[config.mk]
export PLATFORM = sky130hd
export DESIGN_NAME = video_sync_extract
export DESIGN_NICKNAME = d
export VERILOG_FILES = /design/src/rtl/vse_pkg.sv /design/src/rtl/vse_code_det.sv /design/src/rtl/vse_timing.sv /design/src/rtl/vse_flags.sv /design/src/rtl/video_sync_extract.sv
export SDC_FILE = /design/constraint.sdc
export NUM_CORES = 1
export LEC_CHECK = 0
export ABC_AREA = 1
export BUFFER_PORTS_ARGS = -buffer_cell sky130_fd_sc_hd__buf_2
export CORE_MARGIN = 2
export CORE_UTILIZATION = 36
export CTS_BUF_LIST = sky130_fd_sc_hd__clkbuf_8
export CTS_CLUSTER_DIAMETER = 100
export DETAILED_ROUTE_END_ITERATION = 10
export PLACE_DENSITY = 0.58
export SYNTH_ARGS = -nofsm -noshare
export SYNTH_HDL_FRONTEND = slang
export SYNTH_HIERARCHICAL = 1
export SYNTH_SLANG_ARGS = --single-unit
[constraint.sdc]
create_clock -name clk_i -period 5.3 [get_ports clk_i]
set_input_delay 0 -clock clk_i [delete_from_list [all_inputs] [get_ports clk_i]]
set_output_delay 0 -clock clk_i [all_outputs]
set_load 0.005 [all_outputs]
[src/rtl/vse_pkg.sv]
package vse_pkg;
  typedef enum logic [1:0] {ST_IDLE, ST_FF, ST_Z1, ST_Z2} det_st_e;

  localparam logic [7:0] FILL_EVEN = 8'h80;
  localparam logic [7:0] FILL_ODD  = 8'h10;

  localparam int ERR_CODE = 0;
  localparam int ERR_FILL = 1;
  localparam int ERR_HTIM = 2;
  localparam int ERR_VTIM = 3;
  localparam int N_ERR    = 4;

  function automatic logic [3:0] prot_calc(input logic f, input logic v, input logic h);
    return {v ^ h, f ^ h, f ^ v, f ^ v ^ h};
  endfunction
endpackage

[src/rtl/vse_code_det.sv]
module vse_code_det
  import vse_pkg::*;
(
  input  logic       clk_i,
  input  logic       rst_ni,
  input  logic [7:0] data_i,
  output logic       code_stb_o,
  output logic       code_h_o,
  output logic       code_v_o,
  output logic       code_err_o,
  output logic       fill_err_o
);
  det_st_e    st_q, st_d;
  logic       phase_q, phase_d;
  logic       hbl_q, vbl_q;
  logic       is_ff, is_00, xy_ok, in_blank;
  logic [7:0] exp_fill;

  always_comb begin
    is_ff    = (data_i == 8'hFF);
    is_00    = (data_i == 8'h00);
    xy_ok    = data_i[7] && (data_i[3:0] == prot_calc(data_i[6], data_i[5], data_i[4]));
    in_blank = hbl_q | vbl_q;
    exp_fill = phase_q ? FILL_ODD : FILL_EVEN;
    st_d       = ST_IDLE;
    phase_d    = phase_q;
    fill_err_o = 1'b0;
    case (st_q)
      ST_IDLE: begin
        if (is_ff) st_d = ST_FF;
        else if (in_blank) begin
          fill_err_o = (data_i != exp_fill);
          phase_d    = !phase_q;
        end
      end
      ST_FF, ST_Z1: begin
        if (is_00) st_d = (st_q == ST_FF) ? ST_Z1 : ST_Z2;
        else begin
          fill_err_o = in_blank;  // broken prefix inside blanking
          st_d       = is_ff ? ST_FF : ST_IDLE;
        end
      end
      ST_Z2:   phase_d = 1'b0;
      default: st_d = ST_IDLE;
    endcase
  end

  assign code_stb_o = (st_q == ST_Z2) && xy_ok;
  assign code_err_o = (st_q == ST_Z2) && !xy_ok;
  assign code_h_o   = data_i[4];
  assign code_v_o   = data_i[5];

  always_ff @(posedge clk_i or negedge rst_ni) begin
    if (!rst_ni) begin
      st_q    <= ST_IDLE;
      phase_q <= 1'b0;
      hbl_q   <= 1'b0;
      vbl_q   <= 1'b0;
    end else begin
      st_q    <= st_d;
      phase_q <= phase_d;
      if (code_stb_o) begin
        hbl_q <= data_i[4];
        vbl_q <= data_i[5];
      end
    end
  end

  assert_code_slot_R1: assert property (@(posedge clk_i) disable iff (!rst_ni)
    st_q == ST_Z2 |=> st_q == ST_IDLE);

  assert_bad_code_ignored_R2: assert property (@(posedge clk_i) disable iff (!rst_ni)
    code_err_o |=> $stable(hbl_q) && $stable(vbl_q));
endmodule

[src/rtl/vse_timing.sv]
module vse_timing #(
  parameter int CW = 10
) (
  input  logic          clk_i,
  input  logic          rst_ni,
  input  logic          code_stb_i,
  input  logic          code_h_i,
  input  logic          code_v_i,
  input  logic [CW-1:0] hfp_i,
  input  logic [CW-1:0] hsw_i,
  input  logic [CW-1:0] hbp_i,
  input  logic [CW-1:0] hact_i,
  input  logic [CW-1:0] vfp_i,
  input  logic [CW-1:0] vsw_i,
  input  logic [CW-1:0] vbp_i,
  input  logic [CW-1:0] vact_i,
  output logic          hs_act_o,
  output logic          vs_act_o,
  output logic          htim_err_o,
  output logic          vtim_err_o
);
  localparam int TW = CW + 4;
  localparam int VW = CW + 3;

  logic [TW-1:0] hcnt_q, hbl_len, line_len, sav_pos, hs_hi;
  logic [VW-1:0] vline_q, vbl_len, vs_hi, v_exp;
  logic          h_lock_q, v_lock_q, vst_q, eav, sav;

  always_comb begin
    eav      = code_stb_i & code_h_i;
    sav      = code_stb_i & !code_h_i;
    hbl_len  = TW'(hfp_i) + TW'(hsw_i) + TW'(hbp_i);
    line_len = hbl_len + TW'(hact_i) + TW'(8);
    sav_pos  = hbl_len + TW'(4);
    hs_hi    = TW'(hfp_i) + TW'(hsw_i);
    vbl_len  = VW'(vfp_i) + VW'(vsw_i) + VW'(vbp_i);
    vs_hi    = VW'(vfp_i) + VW'(vsw_i);
    v_exp    = vst_q ? vbl_len : VW'(vact_i);
  end

  assign htim_err_o = h_lock_q &&
                      ((eav && (hcnt_q + TW'(1)) != line_len) ||
                       (sav && (hcnt_q + TW'(1)) != sav_pos));
  assign vtim_err_o = eav && v_lock_q && (code_v_i != vst_q) &&
                      ((vline_q + VW'(1)) != v_exp);
  assign hs_act_o   = h_lock_q && (hcnt_q >= TW'(hfp_i)) && (hcnt_q < hs_hi);
  assign vs_act_o   = vst_q && (vline_q >= VW'(vfp_i)) && (vline_q < vs_hi);

  always_ff @(posedge clk_i or negedge rst_ni) begin
    if (!rst_ni) begin
      hcnt_q   <= '0;
      h_lock_q <= 1'b0;
      vline_q  <= '0;
      vst_q    <= 1'b0;
      v_lock_q <= 1'b0;
    end else begin
      if (eav) begin
        hcnt_q   <= '0;
        h_lock_q <= 1'b1;
      end else if (hcnt_q != '1) begin
        hcnt_q <= hcnt_q + TW'(1);
      end
      if (eav) begin
        if (code_v_i != vst_q) begin
          vst_q    <= code_v_i;
          vline_q  <= '0;
          v_lock_q <= 1'b1;
        end else if (vline_q != '1) begin
          vline_q <= vline_q + VW'(1);
        end
      end
    end
  end

  assert_line_restart_R5: assert property (@(posedge clk_i) disable iff (!rst_ni)
    eav |=> hcnt_q == '0 && h_lock_q);
endmodule

[src/rtl/vse_flags.sv]
module vse_flags #(
  parameter int N = 4
) (
  input  logic         clk_i,
  input  logic         rst_ni,
  input  logic [N-1:0] set_i,
  input  logic [N-1:0] clr_i,
  output logic [N-1:0] flag_o
);
  for (genvar i = 0; i < N; i++) begin : g_flag
    logic flag_q;
    always_ff @(posedge clk_i or negedge rst_ni) begin
      if (!rst_ni) flag_q <= 1'b0;
      else         flag_q <= set_i[i] | (flag_q & ~clr_i[i]);
    end
    assign flag_o[i] = flag_q;

    assert_flag_sticky_R10: assert property (@(posedge clk_i) disable iff (!rst_ni)
      flag_q && !clr_i[i] |=> flag_q);
    assert_flag_clear_R10: assert property (@(posedge clk_i) disable iff (!rst_ni)
      clr_i[i] && !set_i[i] |=> !flag_q);
  end
endmodule

[src/rtl/video_sync_extract.sv]
module video_sync_extract
  import vse_pkg::*;
#(
  parameter int CW = 10
) (
  input  logic          clk_i,
  input  logic          rst_ni,
  input  logic [7:0]    data_i,
  input  logic          hs_pol_i,
  input  logic          vs_pol_i,
  input  logic [CW-1:0] hfp_i,
  input  logic [CW-1:0] hsw_i,
  input  logic [CW-1:0] hbp_i,
  input  logic [CW-1:0] hact_i,
  input  logic [CW-1:0] vfp_i,
  input  logic [CW-1:0] vsw_i,
  input  logic [CW-1:0] vbp_i,
  input  logic [CW-1:0] vact_i,
  input  logic [3:0]    clr_i,
  output logic          hs_o,
  output logic          vs_o,
  output logic [3:0]    err_o,
  output logic          cfg_err_o
);
  logic             code_stb, code_h, code_v, code_err, fill_err;
  logic             hs_act, vs_act, htim_err, vtim_err;
  logic [N_ERR-1:0] err_set;

  vse_code_det u_det (
    .clk_i      (clk_i),
    .rst_ni     (rst_ni),
    .data_i     (data_i),
    .code_stb_o (code_stb),
    .code_h_o   (code_h),
    .code_v_o   (code_v),
    .code_err_o (code_err),
    .fill_err_o (fill_err)
  );

  vse_timing #(.CW(CW)) u_tim (
    .clk_i      (clk_i),
    .rst_ni     (rst_ni),
    .code_stb_i (code_stb),
    .code_h_i   (code_h),
    .code_v_i   (code_v),
    .hfp_i      (hfp_i),
    .hsw_i      (hsw_i),
    .hbp_i      (hbp_i),
    .hact_i     (hact_i),
    .vfp_i      (vfp_i),
    .vsw_i      (vsw_i),
    .vbp_i      (vbp_i),
    .vact_i     (vact_i),
    .hs_act_o   (hs_act),
    .vs_act_o   (vs_act),
    .htim_err_o (htim_err),
    .vtim_err_o (vtim_err)
  );

  always_comb begin
    err_set           = '0;
    err_set[ERR_CODE] = code_err;
    err_set[ERR_FILL] = fill_err;
    err_set[ERR_HTIM] = htim_err;
    err_set[ERR_VTIM] = vtim_err;
  end

  vse_flags #(.N(N_ERR)) u_flags (
    .clk_i  (clk_i),
    .rst_ni (rst_ni),
    .set_i  (err_set),
    .clr_i  (clr_i),
    .flag_o (err_o)
  );

  assign hs_o      = ~(hs_act ^ hs_pol_i);
  assign vs_o      = ~(vs_act ^ vs_pol_i);
  assign cfg_err_o = (hsw_i == '0) || (hact_i == '0) || (vsw_i == '0) || (vact_i == '0);
endmodule

# After elaboration in Yosys (flattened, before gate mapping)
# Cells that the tools add are included.
dict set report totals {
  ff_bits 39
  out_inout_bits 7
  elab_cells 113
}
dict set report op_classes {
  n_lt_le_gt_ge 4
  eq_ne 14
  bitwise 23
  n_mux 17
  n_addsub 9
  reduce_logical 33
}
# operator count
set ops {}
lappend ops {{10-bit zero test} 4}
lappend ops {{13-bit two-way mux} 3}
lappend ops {{14-bit by 10-bit adder with 14-bit output} 2}
lappend ops {{14-bit two-way mux} 2}
lappend ops {{14-bit != test} 2}
lappend ops {{10-bit by 10-bit adder with 11-bit output} 2}
lappend ops {{14-bit by 1-bit adder with 14-bit output, second input constant} 1}
lappend ops {{14-bit by 3-bit adder with 14-bit output, second input constant} 1}
lappend ops {{14-bit by 4-bit adder with 14-bit output, second input constant} 1}
lappend ops {{14-bit by 10-bit >= comparator with 1-bit output} 1}
lappend ops {{14-bit less-than comparator} 1}
lappend ops {{14-bit != test, second input constant} 1}
lappend ops {{13-bit by 1-bit adder with 13-bit output, second input constant} 1}
lappend ops {{13-bit by 10-bit adder with 13-bit output} 1}
lappend ops {{13-bit by 10-bit >= comparator with 1-bit output} 1}
lappend ops {{1-bit logical AND} 13}
lappend ops {{13-bit less-than comparator} 1}
lappend ops {{13-bit != test} 1}
lappend ops {{13-bit != test, second input constant} 1}
lappend ops {{8-bit == test, second input constant} 1}
lappend ops {{8-bit zero test} 1}
lappend ops {{8-bit two-way mux} 1}
lappend ops {{8-bit != test} 1}
lappend ops {{1-bit two-way mux} 7}
lappend ops {{other kinds (20)} 49}

# Depth between registers and ports, before layout
dict set report logic_depth {
  ltp_word 10
  depth_mapped 33
}

# By module
# Netlist, hierarchy kept.
# module seq_area_each_um2 instances cells_each area_each_um2
set by_module_without_submodules {}
lappend by_module_without_submodules {vse_timing 750.7 1 1047 6490.0}
lappend by_module_without_submodules {vse_code_det 125.1 1 89 565.5}
lappend by_module_without_submodules {vse_flags 100.1 1 24 190.2}
lappend by_module_without_submodules {video_sync_extract 0.0 1 37 153.9}

# Worst setup path before layout
# OpenSTA, ideal clock, no wires.
dict set report synth_path {
  kind {input to register}
  start {input port hfp_i[0]}
  end {register u_flags.g_flag[2].flag_q}
  t_required_ns 5.184
  setup_ns 0.116
  n_path_buf 0
  arrival_time_ns 3.857
  cell_stages 32
  slack_ns 1.326
  cell_sequence {ha_1 > inv_1 > fa_1 > inv_1 > a31oi_1 > o21ai_0 > nand3_1 > nand3_1 > xnor2_1 > inv_1 > ha_1 > nand2_1 > nand2_1 > a21oi_1 > nand3_2 > nand2_2 > nand2_4 > ha_1 > ha_1 > inv_1 > o21ai_0 > nor2_1 > nand3_1 > nand2_1 > nand2_1 > nand2_1 > xor2_1 > nand4_1 > nand2_1 > a21oi_2 > inv_1 > nand2_1}
}
dict set report synth_via {
  elab_chain_cells 9
  elab_cells_between_ends 12
  cone_classes {5 x add/sub; 2 x eq/ne; 1 x bitwise; 4 x reduce/logical}
}
# element line_no
set synth_rtl {}
lappend synth_rtl {{start: declaration} video_sync_extract.sv:11} ;# input logic [CW-1:0] hfp_i,
lappend synth_rtl {{10-bit by 10-bit adder with 11-bit output (*)} vse_timing.sv:32} ;# hbl_len = TW'(hfp_i) + TW'(hsw_i) + TW'(hbp_i);
lappend synth_rtl {{14-bit by 10-bit adder with 14-bit output (*)} vse_timing.sv:32}
lappend synth_rtl {{14-bit by 10-bit adder with 14-bit output} vse_timing.sv:33} ;# line_len = hbl_len + TW'(hact_i) + TW'(8);
lappend synth_rtl {{14-bit by 4-bit adder with 14-bit output} vse_timing.sv:33}
lappend synth_rtl {{14-bit != test} vse_timing.sv:42} ;# ((eav && (hcnt_q + TW'(1)) != line_len) ||
lappend synth_rtl {{1-bit logical AND} vse_timing.sv:42}
lappend synth_rtl {{1-bit logical OR (*)} vse_timing.sv:42}
lappend synth_rtl {{1-bit logical AND (*)} vse_timing.sv:41} ;# assign htim_err_o = h_lock_q &&
lappend synth_rtl {{via htim_err} video_sync_extract.sv:26} ;# logic hs_act, vs_act, htim_err, vtim_err;
lappend synth_rtl {{1-bit bitwise OR (*)} vse_flags.sv:14} ;# else flag_q <= set_i[i] | (flag_q & ~clr_i[i]);
lappend synth_rtl {{end signal: assignment} vse_flags.sv:14}
lappend synth_rtl {{end: declaration} vse_flags.sv:11} ;# logic flag_q;
# Mark *: on every way through the listed nets, which the timed path passes. The rest lies on a longest branch.
# A chain may end at the register's enable or synchronous reset.

# Worst setup path in the final report
dict set report layout_path {
  start {input port hfp_i[2]}
  end {register u_flags.g_flag[2].flag_q}
}
# Same word-level chain as after synthesis.

==> results.cfg <==
[worst_setup_path]
worstPathArrival_ns = 4.69
r2r_slack_ns = 2.61
crit_family = simple AND/OR/NAND/NOR gates
cp_num_buf_inv = 6
path_common_cell = nand2_1
path_class = in -> reg
path_max_fanout = 7
cpMaxStageDelayCell = o31ai_1
required_ns = 5.51
crit_path_max_incr_delay_ns = 0.39
critPathLaunchType = input port
cp-end-kind = flip-flop
r2r_start = u_tim/vst_q
ff2ff_path_depth = 10
reg2reg_to = u_flags/g_flag[3].flag_q

[floorplan]
die_height_um = 147
die_area_um2 = 21700
die_x_um = 147
initial_core_util = 0.366
coreArea_um2 = 20200
io_pins = 103
num_rows = 52

[sta]
finalSetupTns_ns = 0
maxSlewHeadroom = 0.386
setup_viol = 0
final.min_clock_period_ns = 4.48
period_share = 0.846
rsz0062_at_grt = no
tightestPinTransition_ns = 0.921
fmax_mhz = 223
slew_viol_final = 0
skew_ns = 0.0139
hold_viol = 0

[grt]
antenna_found_initial = 0
grt_usage = 0.197
grt_pass1_vias = 7323
grt_start_max_net_pins = 40
grt_pass1_wl_um = 35100
grt-ovfl-total = 0

[layout]
final_common_cell = nand2_1
fillers = 2209
multi_input_area_um2 = 5570
seqCellArea_um2 = 976
layout_common_cells = nand2_1, inv_1, ha_1
syn2layout_area_growth_pct = 12.9
drive_gt1_frac = 0.135
stdcell_count = 1571
num_antenna_cells = 0
final_nets = 1515

[clock_network]
clk_latency_ns = 0.30
clkSinkCount = 39
path_clk_slew_ns = 0.09
cts_inserted_buffers = 5
cts-root-buf = clkbuf_8
hold_buffers = 5
cts_resized = 0
cts_tree = done
htree_levels = 2
cts_setup_buffers = 0
cts_buffer_depth = 2

[power]
ir_worst_vdd_mv = 0.175
p_per_area_nw_per_um2 = 235
p_leak_nw = 4.91

[min_path]
hold_class = in -> reg
hp-start = data_i[5]
hold_end = u_det/vbl_q
hold_depth = 3

[routing]
drc_errors = 0
drt_wl_total_um = 21100
ant_nets = 0
first_pass_iters = 5
drtIter0Drc = 491
wl_per_cell_um = 13.5
vias = 7645
avgViaCountPerCell = 4.87

[synthesis]
synth_area_um2 = 7400
ys_seq_elements = 39
syn_area_per_cell_um2 = 6.18
synthCells = 1197
syn_nets = 1412
synth.distinct_cells = 49
seq_area_frac_synth = 0.132
ys.flop_type = dfrtp_1
async_flop_share = 1.00
synth_edf_count = 0
yosysWarnings = 6

[flow_run]
drv_cap = 0

[placed_design]
hpwl_um = 18100
numPortBuffers = 102
gp_congestion = 0.886
placed_cells = 1558

[status]
status = finished clean
==> synth_stat cells, types with 4 or more instances <==
cell type / number / share of area
dfrtp_1: 39 / 0.13
nand2_1: 341 / 0.17
ha_1: 114 / 0.19
inv_2: 8 / 0.0041
a31oi_1: 6 / 0.0051
a21oi_1: 58 / 0.039
inv_1: 200 / 0.10
or2_2: 4 / 0.0034
nand2_2: 25 / 0.021
nand3_1: 96 / 0.065
nor3_1: 11 / 0.0074
fa_1: 5 / 0.014
buf_4: 6 / 0.0061
nor2_2: 4 / 0.0034
nand3b_1: 7 / 0.0071
o22ai_1: 9 / 0.0076
o21bai_1: 5 / 0.0051
o21ai_0: 43 / 0.029
clkbuf_1: 4 / 0.0020
nand3_2: 8 / 0.011
xor2_1: 29 / 0.034
nor2_4: 6 / 0.0091
nor4_1: 5 / 0.0042
nand4_1: 24 / 0.020
nor2_1: 92 / 0.047
xnor2_1: 13 / 0.015
==> sequential cells by signal (all words and copies together) (netlist names) <==
name / flops
u_tim/hcnt_q: 14
u_flags/g_flag.flag_q: 4
u_tim/vst_q: 1
u_det/st_q: 2
u_det/phase_q: 1
u_tim/h_lock_q: 1
u_tim/vline_q: 13
u_tim/v_lock_q: 1
u_det/hbl_q: 1
u_det/vbl_q: 1
==> through the flow <==
| step | total power, mW | hold slack (ns) | setup slack (ns) | cell area [µm²] | util |
|---|---|---|---|---|---|
| final | 1.96 | 0.0261 | 0.817 | 8350 | 0.413 |
| after global routing | 2.19 | 0.0522 | 0.300 | 8350 | 0.413 |
| after CTS | 1.96 | 0.0187 | 0.936 | 8350 | 0.413 |
| after detailed placement | 1.69 | 0.186 | 0.597 | 8180 | 0.404 |
| after global placement | 1.67 | 0.187 | 0.651 | 8180 | 0.404 |
| after floorplan | 1.35 | -0.296 | 1.33 | 7400 | - |
==> power by group <==
group | internal, mW | total [mW] | leakage, nW | switching [mW]
Combinational | 0.510 | 1.39 | 4.45 | 0.884
Clock | 0.153 | 0.267 | 0.0612 | 0.115
Sequential | 0.297 | 0.297 | 0.399 | 0.0000277
==> logic make-up after synthesis <==
| family | after synthesis | share of synthesized area |
|---|---|---|
| compound gates | 142 | 0.109 |
| xor+xnor | 44 | 0.0541 |
| fa+ha+maj | 119 | 0.206 |
| buf+inv | 222 | 0.116 |
| flops | 39 | 0.132 |
| simple gates | 631 | 0.383 |
==> cell type report <==
class                   count  share of cell area
well taps                 270              0.0405
clock inverters             2             0.00420
inverters                 211              0.0948
clock buffers               6             0.00989
flip-flops and latches     39               0.117
repair buffers            107              0.0671
multi-input cells         936               0.667
==> layer usage <==
metal  vias up  global-route usage  wire (µm)
met1      3404               0.283      10600
met5         -                   0          0
li1       4077                   -          -
met2       154               0.331       9480
met3        10              0.0182        889
met4         0              0.0216        160
==> how the worst max path moves through the flow <==
stage | startpoint | endpoint | slack (ns) | depth (start not counted)
3_5_place_dp | hfp_i[2] | u_flags/g_flag[2].flag_q | 0.60 | 32
5_1_grt | hfp_i[2] | u_flags/g_flag[2].flag_q | 0.30 | 32
6_report | hfp_i[2] | u_flags/g_flag[2].flag_q | 0.82 | 32
4_1_cts | hfp_i[2] | u_flags/g_flag[2].flag_q | 0.94 | 32
3_3_place_gp | hfp_i[2] | u_flags/g_flag[2].flag_q | 0.65 | 32
2_1_floorplan | hfp_i[0] | u_flags/g_flag[2].flag_q | 1.33 | 32
==> worst reg2reg max path, stage by stage (launching register included) <==
cell and delay (ns):
dfrtp_1 0.74, clkinv_1 0.54, nand2_1 0.17, nand2_1 0.08, xor2_1 0.15, nor4_1 0.40
nand3_1 0.21, nor2_1 0.16, nor2_1 0.05, inv_1 0.05, nand2_1 0.05
Note: power is estimated with default switching activity, not from simulation.
